==> config.mk <==
export PLATFORM = sky130hd
export DESIGN_NAME = sync_blank_gate
export DESIGN_NICKNAME = d
export VERILOG_FILES = /design/src/rtl/sbg_pkg.sv /design/src/rtl/blank_timer.sv /design/src/rtl/gate_fsm.sv /design/src/rtl/sync_blank_gate.sv
export SDC_FILE = /design/constraint.sdc
export NUM_CORES = 1
export LEC_CHECK = 0
export BUFFER_PORTS_ARGS = -buffer_cell sky130_fd_sc_hd__buf_2
export CAP_MARGIN = 20
export CORE_MARGIN = 2
export CORE_UTILIZATION = 54
export DETAILED_ROUTE_END_ITERATION = 16
export GPL_ROUTABILITY_DRIVEN = 0
export GPL_TIMING_DRIVEN = 0
export PLACE_DENSITY = 0.83
export SLEW_MARGIN = 5
export SYNTH_ARGS = -nofsm -noshare
export SYNTH_HDL_FRONTEND = slang
export SYNTH_SLANG_ARGS = --single-unit
==> constraint.sdc <==
create_clock -name clk -period 2.85 [get_ports clk]
set_input_delay 0.1425 -clock clk [delete_from_list [all_inputs] [get_ports clk]]
set_output_delay 0.1425 -clock clk [all_outputs]
set_load 0.05 [all_outputs]
==> src/rtl/sbg_pkg.sv <==
package sbg_pkg;

   typedef enum logic [1:0] {
      ST_BLANK   = 2'd0,
      ST_RECOVER = 2'd1,
      ST_REARM   = 2'd2,
      ST_ARMED   = 2'd3
   } gate_state_t;

   typedef enum logic [2:0] {
      RSN_OK     = 3'd0,
      RSN_PACE   = 3'd1,
      RSN_SHOCK  = 3'd2,
      RSN_SURG   = 3'd3,
      RSN_RECOV  = 3'd4,
      RSN_THRESH = 3'd5,
      RSN_LOCK   = 3'd6
   } gate_reason_t;

   localparam int unsigned NUM_WIN = 3;
   localparam int unsigned WIN_PACE  = 0;
   localparam int unsigned WIN_SHOCK = 1;
   localparam int unsigned WIN_SURG  = 2;

endpackage

==> src/rtl/blank_timer.sv <==
module blank_timer #(
   parameter int unsigned TW          = 8,
   parameter bit          HOLD_ON_OVL = 1'b0
) (
   input  logic          clk,
   input  logic          rst_n,
   input  logic          trig,
   input  logic          freeze,
   input  logic [TW-1:0] len,
   output logic          busy
);

   localparam logic [TW-1:0] ZERO = '0;

   logic [TW-1:0] cnt;
   logic          stall;

   assign stall = freeze & HOLD_ON_OVL;

   always_ff @(posedge clk) begin
      if (!rst_n) begin
         cnt <= ZERO;
      end else if (trig) begin
         cnt <= len;
      end else if (cnt != ZERO && !stall) begin
         cnt <= cnt - 1'b1;
      end
   end

   assign busy = (cnt != ZERO) | trig;

   // An expired window stays expired until a new trigger arrives
   assert_idle_stays_R2: assert property (@(posedge clk) disable iff (!rst_n)
      (!busy) |=> (busy == trig));

endmodule

==> src/rtl/gate_fsm.sv <==
module gate_fsm
   import sbg_pkg::*;
#(
   parameter int unsigned TW = 8
) (
   input  logic          clk,
   input  logic          rst_n,
   input  logic          any_trig,
   input  logic          blank_busy,
   input  logic          quals_ok,
   input  logic [TW-1:0] min_hold,
   output gate_state_t   state
);

   localparam logic [TW-1:0] ZERO = '0;

   logic [TW-1:0] hold;

   always_ff @(posedge clk) begin
      if (!rst_n) begin
         state <= ST_RECOVER;
         hold  <= ZERO;
      end else if (any_trig) begin
         state <= ST_BLANK;
      end else begin
         unique case (state)
            ST_BLANK: begin
               if (!blank_busy) state <= ST_RECOVER;
            end
            ST_RECOVER: begin
               if (quals_ok) begin
                  state <= ST_REARM;
                  hold  <= min_hold;
               end
            end
            ST_REARM: begin
               if (!quals_ok)         state <= ST_RECOVER;
               else if (hold == ZERO) state <= ST_ARMED;
               else                   hold  <= hold - 1'b1;
            end
            default: begin
               if (!quals_ok) state <= ST_RECOVER;
            end
         endcase
      end
   end

   // Arming is reachable only through re-arm
   assert_armed_via_rearm_R4: assert property (@(posedge clk) disable iff (!rst_n)
      (state == ST_ARMED) |-> ($past(state) == ST_REARM || $past(state) == ST_ARMED));

   // The holdoff counter must run out before arming
   assert_hold_respected_R3: assert property (@(posedge clk) disable iff (!rst_n)
      (state == ST_REARM && hold != ZERO) |=> (state != ST_ARMED));

   // Leaving recovery needs all qualifiers
   assert_recover_exit_R5: assert property (@(posedge clk) disable iff (!rst_n)
      ($past(state) == ST_RECOVER && state == ST_REARM) |-> $past(quals_ok));

endmodule

==> src/rtl/sync_blank_gate.sv <==
module sync_blank_gate
   import sbg_pkg::*;
#(
   parameter int unsigned TW            = 8,
   parameter int unsigned CW            = 8,
   parameter bit          SHOCK_STRETCH = 1'b1
) (
   input  logic          clk,
   input  logic          rst_n,
   input  logic          pace_evt,
   input  logic          shock_evt,
   input  logic          surg_evt,
   input  logic          ovl_flag,
   input  logic          noise_ok,
   input  logic          thresh_ok,
   input  logic          lock_inhibit,
   input  logic          raw_det,
   input  logic [TW-1:0] pace_len,
   input  logic [TW-1:0] shock_len,
   input  logic [TW-1:0] surg_len,
   input  logic [TW-1:0] min_hold,
   output logic          det_allowed,
   output logic          det_qual,
   output logic [2:0]    reason,
   output logic          mark_stb,
   output logic [2:0]    mark_reason,
   output logic [CW-1:0] supp_cnt
);

   localparam logic [CW-1:0] CNT_MAX = '1;

   generate
      if (TW < 2) begin : g_bad_tw
         $error("sync_blank_gate: TW must be at least 2");
      end
      if (CW < 1) begin : g_bad_cw
         $error("sync_blank_gate: CW must be at least 1");
      end
   endgenerate

   logic [NUM_WIN-1:0] trig;
   logic [NUM_WIN-1:0] busy;
   logic [TW-1:0]      lens [NUM_WIN];
   logic               any_trig;
   logic               quals_ok;
   gate_state_t        state;
   gate_reason_t       rsn;

   assign trig[WIN_PACE]  = pace_evt;
   assign trig[WIN_SHOCK] = shock_evt;
   assign trig[WIN_SURG]  = surg_evt;
   assign lens[WIN_PACE]  = pace_len;
   assign lens[WIN_SHOCK] = shock_len;
   assign lens[WIN_SURG]  = surg_len;
   assign any_trig = |trig;
   assign quals_ok = !ovl_flag && noise_ok && thresh_ok;

   generate
      for (genvar i = 0; i < NUM_WIN; i++) begin : g_win
         blank_timer #(
            .TW          (TW),
            .HOLD_ON_OVL (i == WIN_SHOCK && SHOCK_STRETCH)
         ) u_tmr (
            .clk    (clk),
            .rst_n  (rst_n),
            .trig   (trig[i]),
            .freeze (ovl_flag),
            .len    (lens[i]),
            .busy   (busy[i])
         );
      end
   endgenerate

   gate_fsm #(.TW(TW)) u_fsm (
      .clk        (clk),
      .rst_n      (rst_n),
      .any_trig   (any_trig),
      .blank_busy (|busy),
      .quals_ok   (quals_ok),
      .min_hold   (min_hold),
      .state      (state)
   );

   assign det_allowed = (state == ST_ARMED) && quals_ok && !lock_inhibit && !any_trig;

   always_comb begin
      if (lock_inhibit)                          rsn = RSN_LOCK;
      else if (busy[WIN_SHOCK])                  rsn = RSN_SHOCK;
      else if (busy[WIN_PACE])                   rsn = RSN_PACE;
      else if (busy[WIN_SURG])                   rsn = RSN_SURG;
      else if (state == ST_ARMED && quals_ok)    rsn = RSN_OK;
      else if (!ovl_flag && noise_ok && !thresh_ok) rsn = RSN_THRESH;
      else                                       rsn = RSN_RECOV;
   end
   assign reason = rsn;

   always_ff @(posedge clk) begin
      if (!rst_n) begin
         det_qual    <= 1'b0;
         mark_stb    <= 1'b0;
         mark_reason <= RSN_RECOV;
         supp_cnt    <= '0;
      end else begin
         det_qual <= raw_det & det_allowed;
         mark_stb <= raw_det;
         if (raw_det) mark_reason <= rsn;
         if (raw_det && !det_allowed && supp_cnt != CNT_MAX)
            supp_cnt <= supp_cnt + 1'b1;
      end
   end

   // No acceptance while any blanking timer runs
   assert_no_blank_when_allowed_R4: assert property (@(posedge clk) disable iff (!rst_n)
      det_allowed |-> (busy == '0));

   // A qualified strobe needs a raw detect one cycle earlier
   assert_qual_needs_raw_R11: assert property (@(posedge clk) disable iff (!rst_n)
      det_qual |-> $past(raw_det));

   // Interlock veto blocks qualified strobes
   assert_lock_blocks_R10: assert property (@(posedge clk) disable iff (!rst_n)
      $past(lock_inhibit) |-> !det_qual);

   // Every raw detect leaves a mark
   assert_mark_follows_raw_R12: assert property (@(posedge clk) disable iff (!rst_n)
      raw_det |=> mark_stb);

   // The suppressed count never goes down
   assert_supp_no_drop_R13: assert property (@(posedge clk) disable iff (!rst_n)
      supp_cnt >= $past(supp_cnt));

endmodule

==> impl_metrics.py <==
metrics = {
    "logic_synthesis": {
        "netlist.area_leader.share": 0.344,
        "syn_nets": 406,
        "ys_top_cells_by_count": "dfxtp_1 (47), nor2_1 (40), nand2_1 (37)",
        "yosys.area.top_type": "dfxtp_1",
        "yosysMostFrequentCell": "dfxtp_1",
        "ys_seq_elements": 47,
        "ys.flop_type": "dfxtp_1",
        "yosysWarnings": 0,
        "synth-async-reset-ratio": 0,
        "yosysSeqAreaShare": 0.344,
        "synthCells": 351,
        "syn-mean-instance-area_um2": 7.80,
        "syn_area_um2": 2740,
        "synth-edff-count": 0,
        "yosys-top-cells-area": "dfxtp_1 (34%), a21oi_1 (6.6%), ha_1 (5.9%)",
        "synth_cell_type_count": 50,
    },
    "critical_path": {
        "setup.worst_path.end_class": "output port",
        "reg2reg_slack_ns": 0.52,
        "critical_path_class": "reg2out",
        "startpoint_type": "flop",
        "required_ns": 2.71,
        "arrival_ns": 2.53,
        "rr_worst_depth": 7,
        "cp_max_fo": 7,
        "cpMaxStageDelayCell": "a311oi_1",
        "max_stage_delay_ns": 0.52,
        "path_cells": "inv_1 > ha_1 > nor4b_1 > nand2_1 > a311oi_1 > buf_2",
    },
    "power": {
        "powerDensity_nw_per_um2": 512,
        "leakage_uw": 0.00136,
        "max-vdd-ir-drop_mv": 0.330,
    },
    "layout": {
        "finish.instance_area_um2": 3220,
        "final_nets": 470,
        "area_growth_syn_to_layout_pct": 17.7,
        "drive_above_1_share": 0.183,
        "utilization": 0.669,
        "nFillCells": 451,
        "antenna_cells": 0,
    },
    "grt": {
        "grt_use_total": 0.229,
        "first_global_vias": 2297,
        "antenna_found_initial": 0,
        "overflow": 0,
        "grt_max_degree": 17,
        "grt_pass1_wl_um": 10000,
    },
    "min_path": {
        "min_path_type": "in2reg",
        "whs_path_depth": 3,
    },
    "route": {
        "drt_wl_total_um": 6230,
        "drcViolationCount": 0,
        "drt.antenna.violating_nets": 0,
        "drt-vias-per-instance": 5.56,
        "first_iter_violations": 133,
        "vias": 2686,
        "first_pass_iters": 4,
        "wl_per_cell_um": 12.9,
    },
    "die": {
        "num_io_pins": 59,
        "num_rows": 25,
        "coreArea_um2": 4820,
        "initial_core_util": 0.568,
        "die_area_um2": 5660,
        "die_w_um": 75.2,
        "fp.dieH_um": 75.2,
    },
    "clock_tree": {
        "tritoncts": "done",
        "cts_setup_buffers": 0,
        "postCtsHoldBufs": 0,
        "clk_pin_slew_ns": 0.10,
        "cts_sinks": 47,
        "cts_root_buffer": "clkbuf_8",
        "post_cts_resized": 0,
        "cts_inserted_buffers": 5,
        "htree_levels": 2,
        "cts.path.max_buffers": 2,
        "clk_latency_ns": 0.31,
    },
    "sta": {
        "max_freq_mhz": 375,
        "fin_skew_ns": 0.0130,
        "hold_slack_ns": 0.0592,
        "period_needed_ns": 2.67,
        "period_share": 0.937,
        "worst_pin_slew_ns": 0.782,
        "finalSetupTns_ns": 0,
        "relSlewSlack": 0.474,
        "finalHoldViolations": 0,
        "setup_viol": 0,
        "grt_setup_unrepaired": "false",
        "slew_violations": 0,
    },
    "outcome": {
        "status": "finished clean",
    },
    "job": {
        "drv_cap": 0,
    },
    "placed_design": {
        "portBuffers": 56,
        "dp_hpwl_um": 4690,
        "place_area_um2": 3100,
    },
}
where the power goes:
| part | switching, uW | internal [uW] |
|---|---|---|
| registers | 52.2 | 706 |
| logic | 220 | 166 |
| clock network | 239 | 266 |
stage by stage:
step                worst slack [ns]  std cells  total power [uW]
global route                  0.0656        483              1740
finish                         0.181        483              1650
global placement               0.379        474              1140
floorplan                     0.0538        351              1050
detailed placement             0.376        474              1150
CTS                           0.0153        482              1660
final cells by class:
type                    count  area, um^2  area share
repair buffers             57         285      0.0885
clock buffers               5        68.8      0.0214
plain buffers              13        48.8      0.0151
flip-flops and latches     47         941       0.292
inverters                  22        82.6      0.0256
clock inverters             3        47.5      0.0148
multi-input cells         269        1670       0.517
well taps                  67        83.8      0.0260
worst max-delay path, delay by kind of cell, from the launching register on:
kind / cells / cell delay [ns]
compound gates: 1 / 0.52
flops: 1 / 0.36
buf+inv: 2 / 0.46
simple gates: 2 / 0.71
fa+ha+maj: 1 / 0.16
metal layers:
metal | part of all wire | GRT usage
met5 | 0 | 0
met3 | 0.064 | 0.0589
met4 | 0.010 | 0.0546
met2 | 0.46 | 0.381
met1 | 0.47 | 0.300
cell families (layout without fill, tap and decap cells):
group	after synthesis	in the layout	share of synthesized area
AOI/OAI and AO/OA	91	91	0.209
buffers and inverters	35	100	0.0480
adders and majority gates	13	13	0.0594
xor gates and xnor gates	14	14	0.0448
DFF	47	47	0.344
and+or+nand+nor	140	140	0.254
muxes	11	11	0.0416
final timing paths:
path,start,endpoint
max reg2reg,g_win[1].u_tmr.cnt[0],u_fsm.state[1]
max,g_win[1].u_tmr.cnt[0],reason[0]
min reg2reg,u_fsm.hold[7],u_fsm.hold[7]
min,surg_len[4],g_win[2].u_tmr.cnt[4]
registers in the layout (all words and copies together), names as in the netlist:
register and flops:
det_qual 1, g_win.u_tmr.cnt 24, mark_reason 3, mark_stb 1, supp_cnt 8, u_fsm.hold 8
u_fsm.state 2
cell usage in the layout (no fill, tap or decap), drive strengths merged, types with 4 or more instances in the layout:
cell | netlist | layout
mux2i | 8 | 8
nor3 | 11 | 11
a211oi | 6 | 6
or4 | 8 | 8
xnor2 | 8 | 8
nand2b | 4 | 4
nand3 | 14 | 14
o211ai | 4 | 4
and2 | 4 | 4
inv | 22 | 23
xor2 | 6 | 6
nor4 | 8 | 8
a21oi | 36 | 36
clkbuf | 13 | 19
dfxtp | 47 | 47
o31ai | 6 | 6
nand2 | 37 | 37
nor2 | 40 | 40
buf | 0 | 56
ha | 13 | 13
o21ai | 17 | 17
Note: power is estimated with default switching activity, not from simulation.
